**src/rtl/irq_accept_pkg.sv**
```systemverilog
package irq_accept_pkg;
   typedef enum logic [1:0] {
      K_OPC = 2'd0,
      K_RST = 2'd1,
      K_VEC = 2'd2,
      K_NMI = 2'd3
   } kind_e;

   localparam logic [1:0] PEND_NONE = 2'd0;
   localparam logic [1:0] PEND_MASK = 2'd1;
   localparam logic [1:0] PEND_NMI  = 2'd3;
   localparam logic [1:0] MODE_BAD  = 2'd3;
endpackage

```
**src/rtl/irq_accept_pend.sv**
```systemverilog
module irq_accept_pend (
   input  logic clk,
   input  logic rst_n,
   input  logic irq_i,
   input  logic nmi_i,
   input  logic take_irq_i,
   input  logic take_nmi_i,
   output logic pm_o,
   output logic pn_o
);
   logic nmi_q;
   logic pm_q, pn_q;
   logic nmi_rise;

   assign nmi_rise = nmi_i & ~nmi_q;

   always_ff @(posedge clk) begin
      if (!rst_n) begin
         nmi_q <= 1'b0;
         pm_q  <= 1'b0;
         pn_q  <= 1'b0;
      end else begin
         nmi_q <= nmi_i;
         if (take_irq_i) pm_q <= 1'b0;
         else            pm_q <= pm_q | irq_i;
         if (nmi_rise)        pn_q <= 1'b1;
         else if (take_nmi_i) pn_q <= 1'b0;
      end
   end

   assign pm_o = pm_q;
   assign pn_o = pn_q;

   // a recorded non-maskable request always follows a high input
   a_r6_nmi_from_input: assert property (@(posedge clk) disable iff (!rst_n)
      $rose(pn_o) |-> $past(nmi_i));
   // a served maskable request does not stay pending
   a_r11_mask_cleared: assert property (@(posedge clk) disable iff (!rst_n)
      take_irq_i |=> !pm_o);
endmodule

```
**src/rtl/irq_accept_hold.sv**
```systemverilog
module irq_accept_hold (
   input  logic clk,
   input  logic rst_n,
   input  logic dis_i,
   input  logic en_i,
   input  logic boundary_i,
   input  logic take_i,
   output logic hold_o
);
   logic hold_q, arm_q;
   logic hold_d, arm_d;

   always_comb begin
      hold_d = hold_q;
      arm_d  = arm_q;
      if (en_i) arm_d = 1'b1;
      if (boundary_i && arm_q) begin
         hold_d = 1'b0;
         arm_d  = 1'b0;
      end
      if (take_i || dis_i) begin
         hold_d = 1'b1;
         arm_d  = 1'b0;
      end
   end

   always_ff @(posedge clk) begin
      if (!rst_n) begin
         hold_q <= 1'b0;
         arm_q  <= 1'b0;
      end else begin
         hold_q <= hold_d;
         arm_q  <= arm_d;
      end
   end

   assign hold_o = hold_q;

   // the hold only drops at an instruction boundary
   a_r5_release_at_boundary: assert property (@(posedge clk) disable iff (!rst_n)
      $fell(hold_o) |-> $past(boundary_i));
   // a disable always leaves the hold set
   a_r4_disable_holds: assert property (@(posedge clk) disable iff (!rst_n)
      dis_i |=> hold_o);
endmodule

```
**src/rtl/irq_accept_target.sv**
```systemverilog
module irq_accept_target
   import irq_accept_pkg::*;
#(
   parameter int                DATA_W    = 8,
   parameter int                ADDR_W    = 16,
   parameter logic [ADDR_W-1:0] RST_ADDR  = 'h0038,
   parameter logic [ADDR_W-1:0] NMI_ADDR  = 'h0066,
   parameter bit                VEC_ALIGN = 1'b1
) (
   input  logic [1:0]        mode_i,
   input  logic              nmi_i,
   input  logic [DATA_W-1:0] vbase_i,
   input  logic [DATA_W-1:0] bus_i,
   output kind_e             kind_o,
   output logic [ADDR_W-1:0] target_o,
   output logic              exec_o
);
   localparam int VEC_W = 2 * DATA_W;

   logic [DATA_W-1:0] low;

   generate
      if (VEC_ALIGN) begin : g_align
         localparam logic [DATA_W-1:0] LOW_MASK = ~DATA_W'(1);
         assign low = bus_i & LOW_MASK;
      end else begin : g_raw
         assign low = bus_i;
      end
   endgenerate

   always_comb begin
      target_o = '0;
      exec_o   = 1'b0;
      if (nmi_i) begin
         kind_o   = K_NMI;
         target_o = NMI_ADDR;
      end else begin
         case (mode_i)
            2'd0: begin
               kind_o = K_OPC;
               exec_o = 1'b1;
            end
            2'd1: begin
               kind_o   = K_RST;
               target_o = RST_ADDR;
            end
            default: begin
               kind_o = K_VEC;
               target_o[VEC_W-1:0] = {vbase_i, low};
            end
         endcase
      end
   end
endmodule

```
**src/rtl/irq_accept.sv**
```systemverilog
module irq_accept
   import irq_accept_pkg::*;
#(
   parameter int                DATA_W    = 8,
   parameter int                ADDR_W    = 16,
   parameter logic [ADDR_W-1:0] RST_ADDR  = 'h0038,
   parameter logic [ADDR_W-1:0] NMI_ADDR  = 'h0066,
   parameter bit                VEC_ALIGN = 1'b1
) (
   input  logic              clk,
   input  logic              rst_n,
   input  logic              irq_i,
   input  logic              nmi_i,
   input  logic              dis_i,
   input  logic              en_i,
   input  logic              setmode_i,
   input  logic [1:0]        mode_i,
   input  logic [DATA_W-1:0] vbase_i,
   input  logic [DATA_W-1:0] bus_i,
   input  logic              boundary_i,
   output logic              ack_o,
   output logic [1:0]        kind_o,
   output logic [ADDR_W-1:0] target_o,
   output logic              exec_o,
   output logic [DATA_W-1:0] op_o,
   output logic [1:0]        pend_o
);
   generate
      if (ADDR_W < 2 * DATA_W) begin : g_bad_width
         $error("irq_accept: ADDR_W must hold base and bus byte");
      end
      if (DATA_W < 2) begin : g_bad_data
         $error("irq_accept: DATA_W too small");
      end
   endgenerate

   logic [1:0]        mode_q;
   logic              pm, pn, hold;
   logic              take_irq, take_nmi, take;
   kind_e             kind_d;
   logic [ADDR_W-1:0] target_d;
   logic              exec_d;

   logic              ack_q, exec_q;
   kind_e             kind_q;
   logic [ADDR_W-1:0] target_q;
   logic [DATA_W-1:0] op_q;

   always_ff @(posedge clk) begin
      if (!rst_n)                             mode_q <= 2'd0;
      else if (setmode_i && mode_i != MODE_BAD) mode_q <= mode_i;
   end

   assign take_nmi = boundary_i & pn;
   assign take_irq = boundary_i & ~pn & pm & ~hold;
   assign take     = take_nmi | take_irq;

   irq_accept_pend u_pend (
      .clk        (clk),
      .rst_n      (rst_n),
      .irq_i      (irq_i),
      .nmi_i      (nmi_i),
      .take_irq_i (take_irq),
      .take_nmi_i (take_nmi),
      .pm_o       (pm),
      .pn_o       (pn)
   );

   irq_accept_hold u_hold (
      .clk        (clk),
      .rst_n      (rst_n),
      .dis_i      (dis_i),
      .en_i       (en_i),
      .boundary_i (boundary_i),
      .take_i     (take),
      .hold_o     (hold)
   );

   irq_accept_target #(
      .DATA_W    (DATA_W),
      .ADDR_W    (ADDR_W),
      .RST_ADDR  (RST_ADDR),
      .NMI_ADDR  (NMI_ADDR),
      .VEC_ALIGN (VEC_ALIGN)
   ) u_target (
      .mode_i   (mode_q),
      .nmi_i    (pn),
      .vbase_i  (vbase_i),
      .bus_i    (bus_i),
      .kind_o   (kind_d),
      .target_o (target_d),
      .exec_o   (exec_d)
   );

   always_ff @(posedge clk) begin
      if (!rst_n) begin
         ack_q    <= 1'b0;
         exec_q   <= 1'b0;
         kind_q   <= K_OPC;
         target_q <= '0;
         op_q     <= '0;
      end else begin
         ack_q  <= take;
         exec_q <= take & exec_d;
         if (take) begin
            kind_q   <= kind_d;
            target_q <= target_d;
            op_q     <= bus_i;
         end
      end
   end

   assign ack_o    = ack_q;
   assign kind_o   = kind_q;
   assign target_o = target_q;
   assign exec_o   = exec_q;
   assign op_o     = op_q;
   assign pend_o   = pn ? PEND_NMI : (pm ? PEND_MASK : PEND_NONE);

   // the illegal mode value never reaches the mode register
   a_r2_mode_legal: assert property (@(posedge clk) disable iff (!rst_n)
      mode_q != MODE_BAD);
   // a maskable acceptance only follows a cycle without hold
   a_r4_no_take_held: assert property (@(posedge clk) disable iff (!rst_n)
      (ack_o && kind_o != K_NMI) |-> !$past(hold));
   // a maskable acceptance never overtakes a pending non-maskable one
   a_r7_nmi_first: assert property (@(posedge clk) disable iff (!rst_n)
      (ack_o && kind_o != K_NMI) |-> !$past(pn));
   // fixed restart target
   a_r8_rst_addr: assert property (@(posedge clk) disable iff (!rst_n)
      (ack_o && kind_o == K_RST) |-> target_o == RST_ADDR);
   // opcode execution flag only with a mode-0 acknowledge
   a_r10_exec_only_opc: assert property (@(posedge clk) disable iff (!rst_n)
      exec_o |-> (ack_o && kind_o == K_OPC));
   // every acceptance leaves interrupts held
   a_r11_hold_after_ack: assert property (@(posedge clk) disable iff (!rst_n)
      ack_o |-> hold);

   generate
      if (VEC_ALIGN) begin : g_chk_align
         // vectored targets are even
         a_r9_vec_even: assert property (@(posedge clk) disable iff (!rst_n)
            (ack_o && kind_o == K_VEC) |-> !target_o[0]);
      end
   endgenerate
endmodule

```
**config.mk**
```make
export PLATFORM = sky130hd
export DESIGN_NAME = irq_accept
export DESIGN_NICKNAME = d
export VERILOG_FILES = /design/src/rtl/irq_accept_pkg.sv /design/src/rtl/irq_accept_pend.sv /design/src/rtl/irq_accept_hold.sv /design/src/rtl/irq_accept_target.sv /design/src/rtl/irq_accept.sv
export SDC_FILE = /design/constraint.sdc
export NUM_CORES = 1
export LEC_CHECK = 0
export BUFFER_PORTS_ARGS = -buffer_cell sky130_fd_sc_hd__buf_2
export CAP_MARGIN = 20
export CORE_ASPECT_RATIO = 1.75
export CORE_MARGIN = 10
export CORE_UTILIZATION = 40
export CTS_CLUSTER_DIAMETER = 200
export DETAILED_ROUTE_END_ITERATION = 10
export PLACE_DENSITY_LB_ADDON = 0.08
export RECOVER_POWER = 100
export SLEW_MARGIN = 15
export SYNTH_ARGS = -nofsm -noshare
export SYNTH_HDL_FRONTEND = slang
export SYNTH_SLANG_ARGS = --single-unit
```
**constraint.sdc**
```tcl
create_clock -name clk -period 2.2 [get_ports clk]
set_clock_uncertainty 0.05 [all_clocks]
set_input_delay 0.22 -clock clk [delete_from_list [all_inputs] [get_ports clk]]
set_output_delay 0.22 -clock clk [all_outputs]
set_load 0.005 [all_outputs]
```
Word level (Yosys, flattened, before mapping)
Index checks and enable logic that the tools add are counted.
{"block": "totals", "mem_bits_rw": 0, "reg_bits": 35, "rom_bits": 0, "elab_cells": 45, "input_bits": 26, "latchBits": 0, "memories": 0, "out_inout_bits": 30}
{"block": "classes", "eq_ne": 2, "bitwise_logic": 12, "reduce_logical": 8, "muxes": 12, "shift": 0, "n_div": 0, "multipliers": 0, "order_cmp": 0, "n_addsub": 0}
{"cell": "16-bit case mux with 2 select lines", "n": 1}
{"cell": "16-bit 2-to-1 mux", "n": 1}
{"cell": "1-bit 2-to-1 mux", "n": 7}
{"cell": "1-bit bitwise AND", "n": 6}
{"cell": "2-bit 2-to-1 mux", "n": 2}
{"cell": "1-bit NOT", "n": 4}
{"cell": "2-bit case mux with 2 select lines", "n": 1}
{"cell": "2-bit nonzero test", "n": 2}
{"cell": "3-bit OR reduction", "n": 1}
{"cell": "2-bit by 1-bit == test with 1-bit output (second input constant)", "n": 1}
{"cell": "1-bit logical AND", "n": 2}
{"cell": "2-bit logical NOT", "n": 1}
{"cell": "2-bit != test (second input constant)", "n": 1}
{"cell": "1-bit OR", "n": 2}
{"cell": "2-bit OR reduction", "n": 1}
{"cell": "1-bit logical OR", "n": 1}

Logic depth before layout (Yosys ltp)
Gate-level depths: netlist of the first run.
{"block": "logic_depth", "ltp_word": 7, "mapped_depth": 5, "mapped_depth_nobuf": 3}

By module
Synthesis of the first run repeated with hierarchy kept, for this count alone.
{"block": "hier_totals", "hier_cells": 174, "area_unflattened_um2": 1584.0}
{"mod": "irq_accept", "cells_per_inst": 130, "n_inst": 1, "area_each_um2": 1199.9}
{"mod": "irq_accept_target", "cells_per_inst": 27, "n_inst": 1, "area_each_um2": 190.2}
{"mod": "irq_accept_pend", "cells_per_inst": 9, "n_inst": 1, "area_each_um2": 113.9}
{"mod": "irq_accept_hold", "cells_per_inst": 8, "n_inst": 1, "area_each_um2": 80.1}

Worst setup path before layout of the first run
Ideal clock, no wire load.
{"block": "synth_path", "kind": "register -> register", "start": "register u_pend.pn_q (netlist: u_pend.pn_o)", "end": "register ack_q (netlist: ack_o)", "stages_incl_launch_ff": 6, "path_buffers": 3, "setup_slack_ps": 981, "setup_time_ps": 116, "arrival_ps": 1053, "path_cell_list": "dfxtp_1 > buf_2 > o21a_1 > buf_6 > buf_12 > and2_2"}
{"block": "synth_between", "elab_chain_cells": 5, "elab_cells_between_ends": 6}
{"element": "start, declared", "line": "irq_accept_pend.sv:12", "source": "logic pm_q, pn_q;"}
{"element": "start signal, assigned", "line": "irq_accept_pend.sv:21", "source": "pn_q <= 1'b0;"}
{"element": "start signal, assigned", "line": "irq_accept_pend.sv:26", "source": "if (nmi_rise) pn_q <= 1'b1;"}
{"element": "start signal, assigned", "line": "irq_accept_pend.sv:27", "source": "else if (take_nmi_i) pn_q <= 1'b0;"}
{"element": "1-bit NOT", "line": "irq_accept.sv:55", "source": "assign take_irq = boundary_i & ~pn & pm & ~hold;"}
{"element": "1-bit bitwise AND (3 in series)", "line": "irq_accept.sv:55"}
{"element": "1-bit OR (*)", "line": "irq_accept.sv:56", "source": "assign take = take_nmi | take_irq;"}
{"element": "end signal, assigned", "line": "irq_accept.sv:103", "source": "ack_q <= take;"}
{"element": "end, declared", "line": "irq_accept.sv:44", "source": "logic ack_q, exec_q;"}
Every way passes the cells marked *; elsewhere a longest branch is shown, timed or not.
A chain may end at the register's enable or synchronous reset.

Worst setup path after layout of the first run
{"block": "layout_path", "start": "register u_pend.pm_q (netlist: u_pend.pm_o)", "end": "register u_hold.hold_q (netlist: u_hold.hold_o)"}
{"block": "layout_between", "elab_chain_cells": 5, "elab_cells_between_ends": 6}
{"element": "start, declared", "line": "irq_accept_pend.sv:12"}
{"element": "start signal, assigned", "line": "irq_accept_pend.sv:25", "source": "else pm_q <= pm_q | irq_i;"}
{"element": "1-bit bitwise AND (*) (2 in series)", "line": "irq_accept.sv:55"}
{"element": "1-bit OR (*)", "line": "irq_accept.sv:56"}
{"element": "1-bit logical OR (*)", "line": "irq_accept_hold.sv:21", "source": "if (take_i || dis_i) begin"}
{"element": "1-bit 2-to-1 mux or 2-bit nonzero test (tied branches)"}
{"element": "end signal, assigned", "line": "irq_accept_hold.sv:32", "source": "hold_q <= hold_d;"}
{"element": "end, declared", "line": "irq_accept_hold.sv:10", "source": "logic hold_q, arm_q;"}
Marked as above.

==> flow_summary.ini, run 1 <==
[sta]
hold_viol = 0
post-route-period-util = 0.813
tns_ps = 0
rsz0062_at_grt = no
relSlewSlack = 0.267
worst_slew_pin_slew_ps = 1090
max_freq_ghz = 0.559
min_period_ps = 1790
setup_viol = 0
slew_violations = 0

[clock_network]
clock-sinks = 34
post_cts_buffers = 0
cts_buffers = 5
cts_tree = built
path_clk_slew_ps = 70
worst_skew_pair.late_latency_ps = 280
post_cts_resized = 0
cts_hold_buf = 0
ctsRootBufferMaster = clkbuf_8
htreeDepth = 2
cts_buffer_depth = 2

[power]
p_leak_nw = 0.754
vdd_drop_max_mv = 0.515
p_per_area_nw_per_um2 = 765

[worst_setup_path]
crit_arrival_ps = 1840
startpoint_type = flip-flop
crit_start = u_pend.pm_o
cp.required_ps = 2250
critPathKind = reg -> reg
cp_cell_sequence = nor2b_1 > o21ai_0 > a21boi_0
max_stage_delay_ps = 850
cp-end-kind = flip-flop
r2r-start = u_pend.pm_o
path_max_fanout = 10
r2r_setup_slack_ps = 410
cpMaxStageDelayCell = o21ai_0

[cells_and_area]
stdcell_area_um2 = 1660
area_growth_pct = 21.3
fill_cells = 348
drive_gt1_frac = 0.257
nNetsFinal = 204
multi_input_area_um2 = 568
antenna_cells = 0
regArea_um2 = 681

[global_route]
grt_usage = 0.115
antenna_found_initial = 0
grt_max_degree = 28
grt_pass1_vias = 1230
grt_pass1_wl_mm = 5.73
grt-ovfl-total = 0

[route]
vias_per_cell = 4.95
detail_route.drc_violations = 0
wl_met3_um = 326
wl_per_cell_um = 15.5
route.met2.wl_mm = 1.78
vias = 1108
wl_met1_mm = 1.33
top_layer = met4
wl_mm = 3.47
drt_pass1_iterations = 4
drt_iter0_drc = 20
antenna_left = 0

[synth]
ys_types = 32
syn-mean-instance-area_um2 = 10.7
ys_seq_area_frac = 0.498
synth_edf_count = 0
async_flop_share = 0
netlist_top_cells_count = dfxtp_1, nand2_1, mux2i_1, a32o_1, o221a_2
yosysMostFrequentCell = dfxtp_1
synth_top_area_frac = 0.498
synth_area_leaders = dfxtp_1, mux2i_1, nand2_1
synth_area_um2 = 1370
ys_warn_count = 0
postSynthCellCount = 128
yosys_register_bits = 34
syn-num-nets = 154
synth_top_cell_by_area = dfxtp_1
synth_top_flop_cell = dfxtp_1

[status]
status = complete, no violations

[worst_hold_path]
worstHoldPathType = in -> reg
min_from = dis_i

[floorplanning]
die_w_um = 64.2
die-area_um2 = 6250
initial_core_util = 0.411
fp.coreArea_um2 = 3330
fp-row-count = 28
ioPinCount = 56
die_y_um = 97.4

[flow_run]
drv_cap = 0

[placed_design]
hpwlAfterDp_mm = 2.70
port_buffers = 54
gp_congestion = 0.675
place_area_um2 = 1620
[sequential cells by signal (all words and copies together) (netlist names), 2 cells and up]
name      cells
target_o     15
op_o          8
kind_o        2
mode_q        2
[report_power, final]
part | total, W | internal, W | switching [W]
Clock | 0.000458 | 0.000252 | 0.000206
Combinational | 0.000142 | 0.0000669 | 0.0000749
Sequential | 0.000669 | 0.000647 | 0.0000218
[cells by family (layout without fill, tap and decap cells)]
logic type,Yosys count,after routing,share of synthesized area
compound gates,29,29,0.196
buf+inv,16,67,0.0741
flops,34,34,0.498
mux,9,9,0.0659
other cells,1,1,0.00274
simple gates,39,39,0.164
[placed cells by master, fill, tap and decap left out, types with 2 or more instances in the layout]
cell type / n
a21o_1: 3
clkbuf_1: 28
nand3b_1: 2
a32o_1: 8
nor2_1: 2
nand4_1: 2
o221a_2: 6
and2_1: 2
nand2_1: 23
clkbuf_8: 6
inv_1: 3
dfxtp_1: 34
mux2i_1: 9
buf_2: 27
o211a_1: 5
buf_4: 2
a21oi_1: 2
[area by class of cell]
class	count	area share
multi-input combinational	78	0.342
clock buffer	7	0.0520
clock inverter	1	0.00302
inverter	3	0.00679
sequential	34	0.410
timing repair buffer	56	0.152
tap	45	0.0339
[routing by layer]
layer,GRT usage,vias up
li1,-,552
met1,0.111,511
met2,0.192,41
met3,0.0670,4
met4,0.0464,0
met5,0,-
[final timing paths]
path	to	cells past startpoint
setup / recovery	u_hold.hold_o	3
hold / removal	u_hold.arm_q	2
setup reg to reg	u_hold.hold_o	3
hold reg to reg	op_o[4]	2
[worst max-delay path: cells and delay by family (launching register included)]
kind / cells / cell delay, ps
AOI/OAI and AO/OA: 2 / 1050
DFF: 1 / 330
and+or+nand+nor: 1 / 170
[stage by stage]
stage	power [W]	utilization	std cells	hold slack (ps)	worst slack, ps
3_3_place_gp	0.000832	0.486	216	357	703
4_1_cts	0.00130	0.514	224	62.4	587
2_1_floorplan	0.000777	-	128	240	981
3_5_place_dp	0.000837	0.486	216	360	602
6_report	0.00127	0.498	224	78.8	411
5_1_grt	0.00134	0.498	224	61.9	254
(Power assumes the default switching activity.)
==> run 2: changes to the inputs <==
- clock period: 2.2 -> 1.73 ns (I/O delays scaled with it)
==> flow_summary.ini, run 2 (synthesized netlist as in run 1, its figures left out) <==
[placed_design]
gp_congestion = 0.678
port_buffers = 54
place_area_um2 = 1630
hpwlAfterDp_mm = 2.63
place_ws_ps = 328

[clock_network]
worst_skew_pair.late_latency_ps = 280
cts_hold_buf = 0
cts_tree = built
post_cts_buffers = 0
clock-sinks = 34
post_cts_resized = 0
cts_buffer_depth = 2
cts_buffers = 5
path_clk_slew_ps = 70
ctsRootBufferMaster = clkbuf_8
htreeDepth = 2

[global_route]
grt_max_degree = 30
grt-ovfl-total = 0
grt_usage = 0.109
grt_pass1_vias = 1192
antenna_found_initial = 0
grt_pass1_wl_mm = 5.48

[sta]
worst_slew_pin_slew_ps = 708
post-route-period-util = 0.823
hold_viol = 0
max_freq_ghz = 0.702
tns_ps = 0
rsz0062_at_grt = no
min_period_ps = 1420
relSlewSlack = 0.525
fin_ws_ps = 306
slew_violations = 0
setup_viol = 0

[worst_setup_path]
crit_start = u_pend.pm_o
r2r-start = u_pend.pm_o
startpoint_type = flip-flop
rr_endpoint = u_hold.hold_o
path_max_fanout = 10
cp.required_ps = 1810
cp-end-kind = flip-flop
endpoint = u_hold.hold_o
crit_arrival_ps = 1500
r2r_setup_slack_ps = 310
critPathKind = reg -> reg
reg2regPathDepth = 3

[flow_run]
drv_cap = 0

[floorplanning]
die_w_um = 64.2
die-area_um2 = 6250
ioPinCount = 56
die_y_um = 97.4
fp-row-count = 28
initial_core_util = 0.411
fp.coreArea_um2 = 3330

[cells_and_area]
drive_gt1_frac = 0.271
antenna_cells = 0
regArea_um2 = 681
nNetsFinal = 206
stdcell_area_um2 = 1680
final_common_cell = dfxtp_1
area_growth_pct = 23.1
finish.utilization = 0.506
largest_reg_flops = 15
fill_cells = 330
multi_input_area_um2 = 576
final_cell_mix = dfxtp_1, clkbuf_1, buf_2, nand2_1, mux2i_1

[route]
wl_per_cell_um = 14.8
drt_pass1_iterations = 3
detail_route.drc_violations = 0
wl_mm = 3.34
vias = 1114
drt_iter0_drc = 23
antenna_left = 0
vias_per_cell = 4.93

[power]
power.total_w = 0.00163
p_per_area_nw_per_um2 = 966
p_leak_nw = 0.762
vdd_drop_max_mv = 0.593

[status]
status = complete, no violations

[worst_hold_path]
worstHoldPathType = in -> reg
run 2: cell count changes in the layout (fill, tap and decap cells not counted), sizes merged:
cell / before / now
buf: 29 / 30
clkinvlp: 0 / 1
run 2: area by class of cell:
cell class	instances	share of cell area
Clock inverter	2	0.00743
Tap cell	45	0.0334
Clock buffer	6	0.0490
Inverter	3	0.00669
Sequential cell	34	0.404
Timing Repair Buffer	58	0.158
Multi-Input combinational cell	78	0.342
run 2: report_power, final:
part	total (W)	leakage [nW]	internal [W]	switching [W]
combinational	0.000186	0.436	0.0000894	0.0000967
clock	0.000594	0.0472	0.000319	0.000274
sequential	0.000848	0.278	0.000822	0.0000251
total	0.00163	0.762	0.00123	0.000396
run 2: worst max-delay path: stages, from the launching register on:
cell      delay (ps)
dfxtp_1          330
nor2b_4          140
o21ai_1          560
a21boi_0         190
run 2: stage by stage:
stage | hold WS (ps) | std cells
final | 33.9 | 226
after global routing | 22.6 | 226
after CTS | 24.3 | 226
after detailed placement | 331 | 218
after global placement | 331 | 218
after floorplan | 193 | 128
run 2: how the worst min path moves through the flow:
stage              endpoint  slack [ps]  startpoint  depth (start not counted)
2_1_floorplan  u_hold.arm_q         190       dis_i                          1
3_3_place_gp   u_hold.arm_q         330       dis_i                          2
3_5_place_dp   u_hold.arm_q         330       dis_i                          2
4_1_cts        u_hold.arm_q          20       dis_i                          2
5_1_grt        u_hold.arm_q          20       dis_i                          2
6_report       u_hold.arm_q          30       dis_i                          2
run 2: metal layers:
metal,vias to the layer above,track usage,wire (um)
met5,-,0,0
met4,0,0.0497,29
met1,513,0.0993,1320
li1,559,-,-
met2,40,0.186,1640
met3,2,0.0670,346
